--- src/rtl/txstat_pkg.sv ---
package txstat_pkg;
  localparam int NUM_CNT = 3;
  localparam int IDX_SCOL = 0;
  localparam int IDX_MCOL = 1;
  localparam int IDX_URUN = 2;

  // Qualify the raw transmit pulses: an underrun frame counts nowhere else.
  function automatic logic [NUM_CNT-1:0] qualify_events(
    input logic scol, input logic mcol, input logic urun, input logic inc_all);
    logic [NUM_CNT-1:0] q;
    q[IDX_SCOL] = (scol & ~urun) | inc_all;
    q[IDX_MCOL] = (mcol & ~urun) | inc_all;
    q[IDX_URUN] = urun | inc_all;
    return q;
  endfunction
endpackage

--- src/rtl/txstat_decode.sv ---
module txstat_decode #(
  parameter int ADDR_W   = 12,
  parameter int OFF_SCOL = 'h138,
  parameter int OFF_MCOL = 'h13C,
  parameter int OFF_URUN = 'h134
) (
  input  logic [ADDR_W-1:0] addr,
  output logic [2:0]        hit
);
  always_comb begin
    hit = '0;
    hit[txstat_pkg::IDX_SCOL] = (addr == ADDR_W'(OFF_SCOL));
    hit[txstat_pkg::IDX_MCOL] = (addr == ADDR_W'(OFF_MCOL));
    hit[txstat_pkg::IDX_URUN] = (addr == ADDR_W'(OFF_URUN));
  end
endmodule

--- src/rtl/txstat_counter.sv ---
module txstat_counter #(
  parameter int W = 18
) (
  input  logic         clk,
  input  logic         rst_n,
  input  logic         load,
  input  logic [W-1:0] load_val,
  input  logic         clear,
  input  logic         bump,
  output logic [W-1:0] value
);
  logic [W-1:0] cnt_q;
  logic [W-1:0] cnt_d;

  function automatic logic [W-1:0] sat_step(input logic [W-1:0] v);
    return (&v) ? v : v + W'(1);
  endfunction

  // Priority: test load, then read-clear (keeping a same-cycle bump), then bump.
  always_comb begin
    if (load)       cnt_d = load_val;
    else if (clear) cnt_d = bump ? W'(1) : '0;
    else if (bump)  cnt_d = sat_step(cnt_q);
    else            cnt_d = cnt_q;
  end

  always_ff @(posedge clk or negedge rst_n) begin
    if (!rst_n) cnt_q <= '0;
    else        cnt_q <= cnt_d;
  end

  assign value = cnt_q;
endmodule

--- src/rtl/txstat_bank.sv ---
module txstat_bank #(
  parameter int ADDR_W   = 12,
  parameter int DATA_W   = 32,
  parameter int SCOL_W   = 18,
  parameter int MCOL_W   = 18,
  parameter int URUN_W   = 10,
  parameter int OFF_SCOL = 'h138,
  parameter int OFF_MCOL = 'h13C,
  parameter int OFF_URUN = 'h134
) (
  input  logic              clk,
  input  logic              rst_n,
  input  logic              ev_scol,
  input  logic              ev_mcol,
  input  logic              ev_urun,
  input  logic              ctl_test_we,
  input  logic              ctl_inc_all,
  input  logic [ADDR_W-1:0] reg_addr,
  input  logic              reg_rd,
  input  logic              reg_wr,
  input  logic [DATA_W-1:0] reg_wdata,
  output logic [DATA_W-1:0] reg_rdata
);
  import txstat_pkg::*;

  logic [NUM_CNT-1:0] addr_hit;
  logic [NUM_CNT-1:0] rd_hit;
  logic [NUM_CNT-1:0] wr_load;
  logic [NUM_CNT-1:0] bump_vec;
  logic [DATA_W-1:0]  cnt_pad [NUM_CNT];
  logic [DATA_W-1:0]  rd_mux;
  logic [SCOL_W-1:0]  cnt_scol;
  logic [MCOL_W-1:0]  cnt_mcol;
  logic [URUN_W-1:0]  cnt_urun;

  txstat_decode #(
    .ADDR_W(ADDR_W), .OFF_SCOL(OFF_SCOL), .OFF_MCOL(OFF_MCOL), .OFF_URUN(OFF_URUN)
  ) u_decode (
    .addr(reg_addr),
    .hit (addr_hit)
  );

  assign rd_hit   = addr_hit & {NUM_CNT{reg_rd}};
  assign wr_load  = addr_hit & {NUM_CNT{reg_wr & ctl_test_we}};
  assign bump_vec = qualify_events(ev_scol, ev_mcol, ev_urun, ctl_inc_all);

  for (genvar i = 0; i < NUM_CNT; i++) begin : g_cnt
    localparam int CW = (i == IDX_URUN) ? URUN_W : ((i == IDX_MCOL) ? MCOL_W : SCOL_W);
    logic [CW-1:0] val;
    txstat_counter #(.W(CW)) u_cnt (
      .clk     (clk),
      .rst_n   (rst_n),
      .load    (wr_load[i]),
      .load_val(reg_wdata[CW-1:0]),
      .clear   (rd_hit[i]),
      .bump    (bump_vec[i]),
      .value   (val)
    );
    assign cnt_pad[i] = DATA_W'(val);
  end

  assign cnt_scol = g_cnt[IDX_SCOL].val;
  assign cnt_mcol = g_cnt[IDX_MCOL].val;
  assign cnt_urun = g_cnt[IDX_URUN].val;

  always_comb begin
    rd_mux = '0;
    for (int i = 0; i < NUM_CNT; i++)
      if (addr_hit[i]) rd_mux = rd_mux | cnt_pad[i];
  end

  always_ff @(posedge clk or negedge rst_n) begin
    if (!rst_n)      reg_rdata <= '0;
    else if (reg_rd) reg_rdata <= rd_mux;
  end
endmodule

--- config.mk ---
export PLATFORM = sky130hd
export DESIGN_NAME = txstat_bank
export DESIGN_NICKNAME = d
export VERILOG_FILES = /design/src/rtl/txstat_pkg.sv /design/src/rtl/txstat_decode.sv /design/src/rtl/txstat_counter.sv /design/src/rtl/txstat_bank.sv
export SDC_FILE = /design/constraint.sdc
export NUM_CORES = 1
export LEC_CHECK = 0
export ABC_CLOCK_PERIOD_IN_PS = 3800
export BUFFER_PORTS_ARGS = -buffer_cell sky130_fd_sc_hd__buf_2
export CAP_MARGIN = 15
export CELL_PAD_IN_SITES_DETAIL_PLACEMENT = 0
export CELL_PAD_IN_SITES_GLOBAL_PLACEMENT = 1
export CORE_MARGIN = 1
export CORE_UTILIZATION = 35
export CTS_BUF_LIST = sky130_fd_sc_hd__clkbuf_8
export DETAILED_ROUTE_END_ITERATION = 10
export PLACE_DENSITY_LB_ADDON = 0.1
export SLEW_MARGIN = 5
export SYNTH_ARGS = -nofsm -noshare
export SYNTH_HDL_FRONTEND = slang
export SYNTH_SLANG_ARGS = --single-unit
export TNS_END_PERCENT = 30
--- constraint.sdc ---
create_clock -name clk -period 3.8 [get_ports clk]
set_input_delay 0.76 -clock clk [delete_from_list [all_inputs] [get_ports clk]]
set_output_delay 0.76 -clock clk [all_outputs]
set_load 0.02 [all_outputs]
# After elaboration in Yosys (flattened, before gate mapping)
# Cells that the tools add are included.
[totals]
regBits = 78
input_bits = 53
output_inout_bits = 32
word_cells = 51
[op_classes]
add_sub_neg = 3
n_eq_ne = 6
n_mux = 18
bitwise_logic = 11
n_reduce_logical = 9
[ops]
columns = ["cell", "n"]
rows = [
  ["18-bit 2-to-1 mux", 9],
  ["32-bit 2-to-1 mux", 2],
  ["10-bit 2-to-1 mux", 4],
  ["18-bit by 1-bit adder with 18-bit output (second input constant)", 2],
  ["12-bit by 9-bit equality test with 1-bit output (second input constant)", 3],
  ["18-bit AND reduction", 2],
  ["32-bit by 10-bit OR with 32-bit output", 1],
  ["32-bit by 18-bit OR with 32-bit output", 1],
  ["10-bit by 1-bit adder with 10-bit output (second input constant)", 1],
  ["10-bit AND reduction", 1],
  ["3-bit != test (second input constant)", 3],
  ["3-bit nonzero test", 3],
  ["3-bit AND", 2],
  ["2-bit AND reduction", 3],
  ["1-bit AND", 3],
  ["1-bit 2-to-1 mux", 3],
  ["1-bit OR", 3],
  ["1-bit NOT", 1],
]

# Logic depth before layout (Yosys ltp)
[logic_depth]
depth_word = 6
depth_mapped = 9
depth_no_buf = 6

# Hierarchy
# A second synthesis with hierarchy kept.
[unflattened]
cells_unflattened = 484
hier_area_um2 = 4294.1
[modules_own_cells]
columns = ["module", "n_inst", "cells_per_inst", "area_per_inst_um2", "seq_area_each_um2"]
rows = [
  ["txstat_counter (g_cnt[0].u_cnt ...)", 2, 146, 1280.0, 450.4],
  ["txstat_bank", 1, 106, 991.0, 450.4],
  ["txstat_counter (g_cnt[2].u_cnt)", 1, 77, 680.7, 250.2],
  ["txstat_decode", 1, 9, 62.6, 0.0],
]

# Worst setup path before layout
# No wires, ideal clock.
[synth_path]
kind = "in2reg"
startpoint = "input reg_addr[9]"
endpoint = "register g_cnt[1].u_cnt.cnt_q[7]"
setup_ns = 0.126
arrival_ns = 2.546
setup_slack_ns = 1.128
path_stages = 6
cell_sequence = "or4b_1 > buf_4 > nor4_2 > buf_2 > a31oi_1 > o2bb2a_1"
[synth_between]
elab_chain_cells = 4
word_cells_on_any_way = 8
cone_classes = "2 x eq/ne; 2 x mux; 2 x bitwise; 2 x reduce/logical"
[synth_lines]
columns = ["element", "line", "text"]
rows = [
  ["start: declaration", "txstat_bank.sv:18", "input logic [ADDR_W-1:0] reg_addr,"],
  ["12-bit by 9-bit equality test with 1-bit output *", "txstat_decode.sv:13", "hit[txstat_pkg::IDX_MCOL] = (addr == ADDR_W'(OFF_MCOL));"],
  ["3-bit AND (on tied branches)", "txstat_bank.sv:43, txstat_bank.sv:44", ""],
  ["3-bit != test (no line) (tied with other cells)", "n/a", ""],
  ["2-bit AND reduction (no line) / 18-bit 2-to-1 mux (equally long branches)", "n/a", ""],
  ["end signal: assignment", "txstat_counter.sv:29", "else cnt_q <= cnt_d;"],
  ["end: declaration", "txstat_counter.sv:12", "logic [W-1:0] cnt_q;"],
]
# Mark *: on every way between the ends. The rest lies on a longest branch, timed or not.
# A chain may end at the register's enable or synchronous reset.

# Final worst setup path
[layout_path]
startpoint = "input reg_addr[9]"
endpoint = "register g_cnt[1].u_cnt.cnt_q[17]"
# The elaborated chain is that of the path after synthesis.

==> flow_summary_export.csv <==
group,metric,value,unit
clock_tree,cts_num_sinks,64,
timing,fmaxAchievable,362.3,MHz
power,intPower,1.399,mW
timing,setup-violations-final,0,
setup_path,timing.rr.end,"g_cnt[1].u_cnt.value[14]",
power,swShare,32.38,%
power,pwr-share-comb,19.4,%
routing,drtAntennaViolNets,0,
die,core,0.01156,mm²
logic_synthesis,synth_warnings,0,
setup_path,rrSetupSlack,1.17,ns
routing,drt_iter0_drc,324,
power,power_frac_clock,34.5,%
clock_tree,cts_setup_buffers,0,
outcome,violations,"design-rule violations",
setup_path,crit_path_cell_trace,"buf_2, or4b_1, or4_1, a21oi_1, a31oi_1, o21a_1",
finish,drive_above_1_share,18.03,%
setup_path,critPathRequiredTime,4.04,ns
setup_path,r2r-start,"g_cnt[1].u_cnt.value[0]",
power,power.leakage,2.029,nW
setup_path,slowest_stage,"or4_1",
setup_path,endpoint_kind,"register",
logic_synthesis,ys_seq_elements,64,
clock_tree,path_clk_slew,0.07,ns
finish,syn_to_final_growth,14.29,%
finish,antennaDiodeCount,0,
die,start_util,36.50,%
timing,tns,0,ns
timing,tightest_slew,1.009,ns
timing,fin_ws,1.040,ns
place,dp_worst_setup_slack,0.7072,ns
finish,nFillCells,1208,
logic_synthesis,synth_cell_type_count,61,
die,dieArea,0.01250,mm²
die,die_w,111.8,µm
setup_path,startpoint_type,"primary input",
global_routing,grt_pass1_wl,21.27,mm
power,peakVddDrop,0.0001907,V
global_routing,grt_overflow_total,0,
clock_tree,numCtsBuffers,9,
power,p_per_area,428.7,mW/mm²
logic_synthesis,synth_area,0.004222,mm²
routing,vias,3961,
global_routing,grt_max_degree,40,
setup_path,path_class,"primary input to register",
setup_path,startpoint,"reg_addr[9]",
outcome,status,"finished with violations",
timing,skew,0.008057,ns
logic_synthesis,syn_inst,486,
logic_synthesis,avgSynthCellArea,8.686,µm²
die,die_y,111.8,µm
logic_synthesis,async_flop_share,100.0,%
logic_synthesis,ys.flop_type,"dfrtp_1",
timing,period_share,72.63,%
die,std_cell_rows,39,
logic_synthesis,synth_edf_count,0,
logic_synthesis,ys_seq_area_share,37.94,%
place,placed_area,0.004589,mm²
logic_synthesis,yosysTopAreaCell,"dfrtp_1",
routing,totalWireLength,13.25,mm
finish,stdcell_area,0.004825,mm²
finish,nets,589,
timing,period_needed,2.760,ns
setup_path,crit_fanout,18,
clock_tree,cts_tree,"built",
setup_path,reg2reg_depth,6,
setup_path,crit_path_end,"g_cnt[1].u_cnt.value[17]",
clock_tree,htreeDepth,3,
routing,first_pass_iters,9,
logic_synthesis,synth_top_area_share,37.94,%
logic_synthesis,synth_area_leaders,"dfrtp_1, nand2_1, a22oi_1, o21ai_0, a21oi_1",
flow_run,max_cap_violations,0,
global_routing,antenna_found_initial,0,
routing,drc,2,
clock_tree,ctsLongestPathBuffers,2,
power,seqPwrFrac,46.2,%
setup_path,cp.arrival,3.00,ns
clock_tree,clock_latency,0.35,ns
power,switchingPower,0.6698,mW
timing,rsz0062_at_grt,"no",
global_routing,grt_pass1_vias,3736,
place,gp_congestion,0.8184,
place,port_buffers,56,
global_routing,grt_util_all_layers,22.42,%
timing,drv_slew,0,
place,hpwlAfterDp,9.854,mm
timing,hold_viol_final,0,
timing,relSlewSlack,32.08,%
timing,hold_ws,0.4508,ns
die,io_pins,85,
setup_path,cpPeakStageDelay,0.93,ns
routing,wl_per_cell,19.46,µm
routing,vias_per_cell,5.816,
clock_tree,cts.repair.resized,0,
min_path,hp-class,"primary input to asynchronous set/reset pin",
clock_tree,root_buffer,"clkbuf_8",
clock_tree,cts-hold-fix-buffers,0,
==> flip-flops by register name, indices dropped and copies added, names as in the netlist <==
signal and count:
g_cnt.u_cnt.value 46, reg_rdata 18
==> synthesized netlist by cell type (3+ instances only) <==
cell,instances
buf_4,15
o22a_1,7
nor4_1,9
o22ai_1,3
a21o_1,6
nor2_1,19
and3_1,5
clkbuf_1,16
a22o_1,4
a32o_1,3
nand3_1,15
dfrtp_1,64
nand2_1,62
a2bb2oi_1,11
and2_1,7
o2bb2a_1,4
nor3_1,13
o31ai_1,9
a31oi_1,9
xnor2_1,11
ha_1,3
buf_2,10
a21oi_1,27
buf_6,3
mux2i_1,7
inv_1,17
a22oi_1,28
nor4_2,3
and4_1,6
nand4_1,9
a211oi_1,4
o211ai_1,3
o21ai_0,32
==> through the flow <==
step           std cells  utilization, %  total power, mW
3_3_place_gp         665           39.68            1.352
5_1_grt              681           41.72            2.186
6_report             681           41.72            2.068
4_1_cts              681           41.72            2.085
3_5_place_dp         665           39.68            1.363
2_1_floorplan        499               -            1.215
==> how the worst min path moves through the flow <==
stage / from / to
after floorplan: rst_n / g_cnt[0].u_cnt.value[0]
after global placement: reg_rdata[1] / reg_rdata[1]
after detailed placement: reg_rdata[1] / reg_rdata[1]
after CTS: rst_n / reg_rdata[6]
after global routing: rst_n / g_cnt[1].u_cnt.value[1]
final: rst_n / reg_rdata[6]
==> power by group through the flow <==
stage               clock network, mW  logic (mW)  registers (mW)
finish                          0.713       0.400           0.955
global route                    0.758       0.456           0.972
CTS                             0.734       0.402           0.949
detailed placement                  0       0.400           0.963
global placement                    0       0.393           0.959
floorplan                           0       0.321           0.893
==> kinds of logic (layout without fill, tap and decap cells) <==
logic type	Yosys count	after routing	synth area share, %
buffers and inverters	61	100	7.587
DFF	64	64	37.94
and+or+nand+nor	170	170	21.67
xor gates and xnor gates	13	13	2.697
AOI/OAI and AO/OA	167	167	27.47
adders and majority gates	3	3	0.8892
muxes	7	7	1.660
other	1	14	0.08883
==> cells in the final DEF (no fill, tap or decap), types with 3 or more instances in the layout <==
cell       instances
xnor2_1           11
o21ai_0           32
o22ai_1            3
o211ai_1           3
o22a_1             7
a21oi_1           27
dfrtp_1           64
a2bb2oi_1         11
bufinv_16          3
buf_2             56
and2_1             7
a211oi_1           4
o2bb2a_1           4
a31oi_1            9
a32o_1             3
conb_1            14
mux2i_1            7
nor3_1            13
nand2_1           62
nor4_2             4
and4_1             6
buf_4             10
a22o_1             4
and3_1             5
nand3_1           15
nand4_1            9
nor4_1             7
inv_1             18
a21o_1             6
a22oi_1           28
o31ai_1            9
nor2_1            19
ha_1               3
clkbuf_8           9
==> per-layer routing <==
metal	share of wire [%]	GRT usage, %	up-vias
li1	-	-	1895
met1	50	33.21	1946
met2	44	33.13	105
met3	4.2	3.103	15
met4	1.7	7.928	0
met5	0	0	-
==> layout make-up <==
class                           count  area, µm²  area share (%)
Inverter                           17      63.81           1.323
Sequential cell                    64       1602           33.20
Multi-Input combinational cell    374       2370           49.12
Clock inverter                      7      111.4           2.308
Tap cell                          143      178.9           3.709
Clock buffer                        9      123.9           2.567
Timing Repair Buffer               67      375.4           7.780
==> critical path, delay by kind of cell <==
kind                   cells  cell delay [ns]
AO/OA/AOI/OAI              3             0.46
buffers and inverters      1             0.09
AND/OR/NAND/NOR            2             1.69
Note: power is estimated with default switching activity, not from simulation.
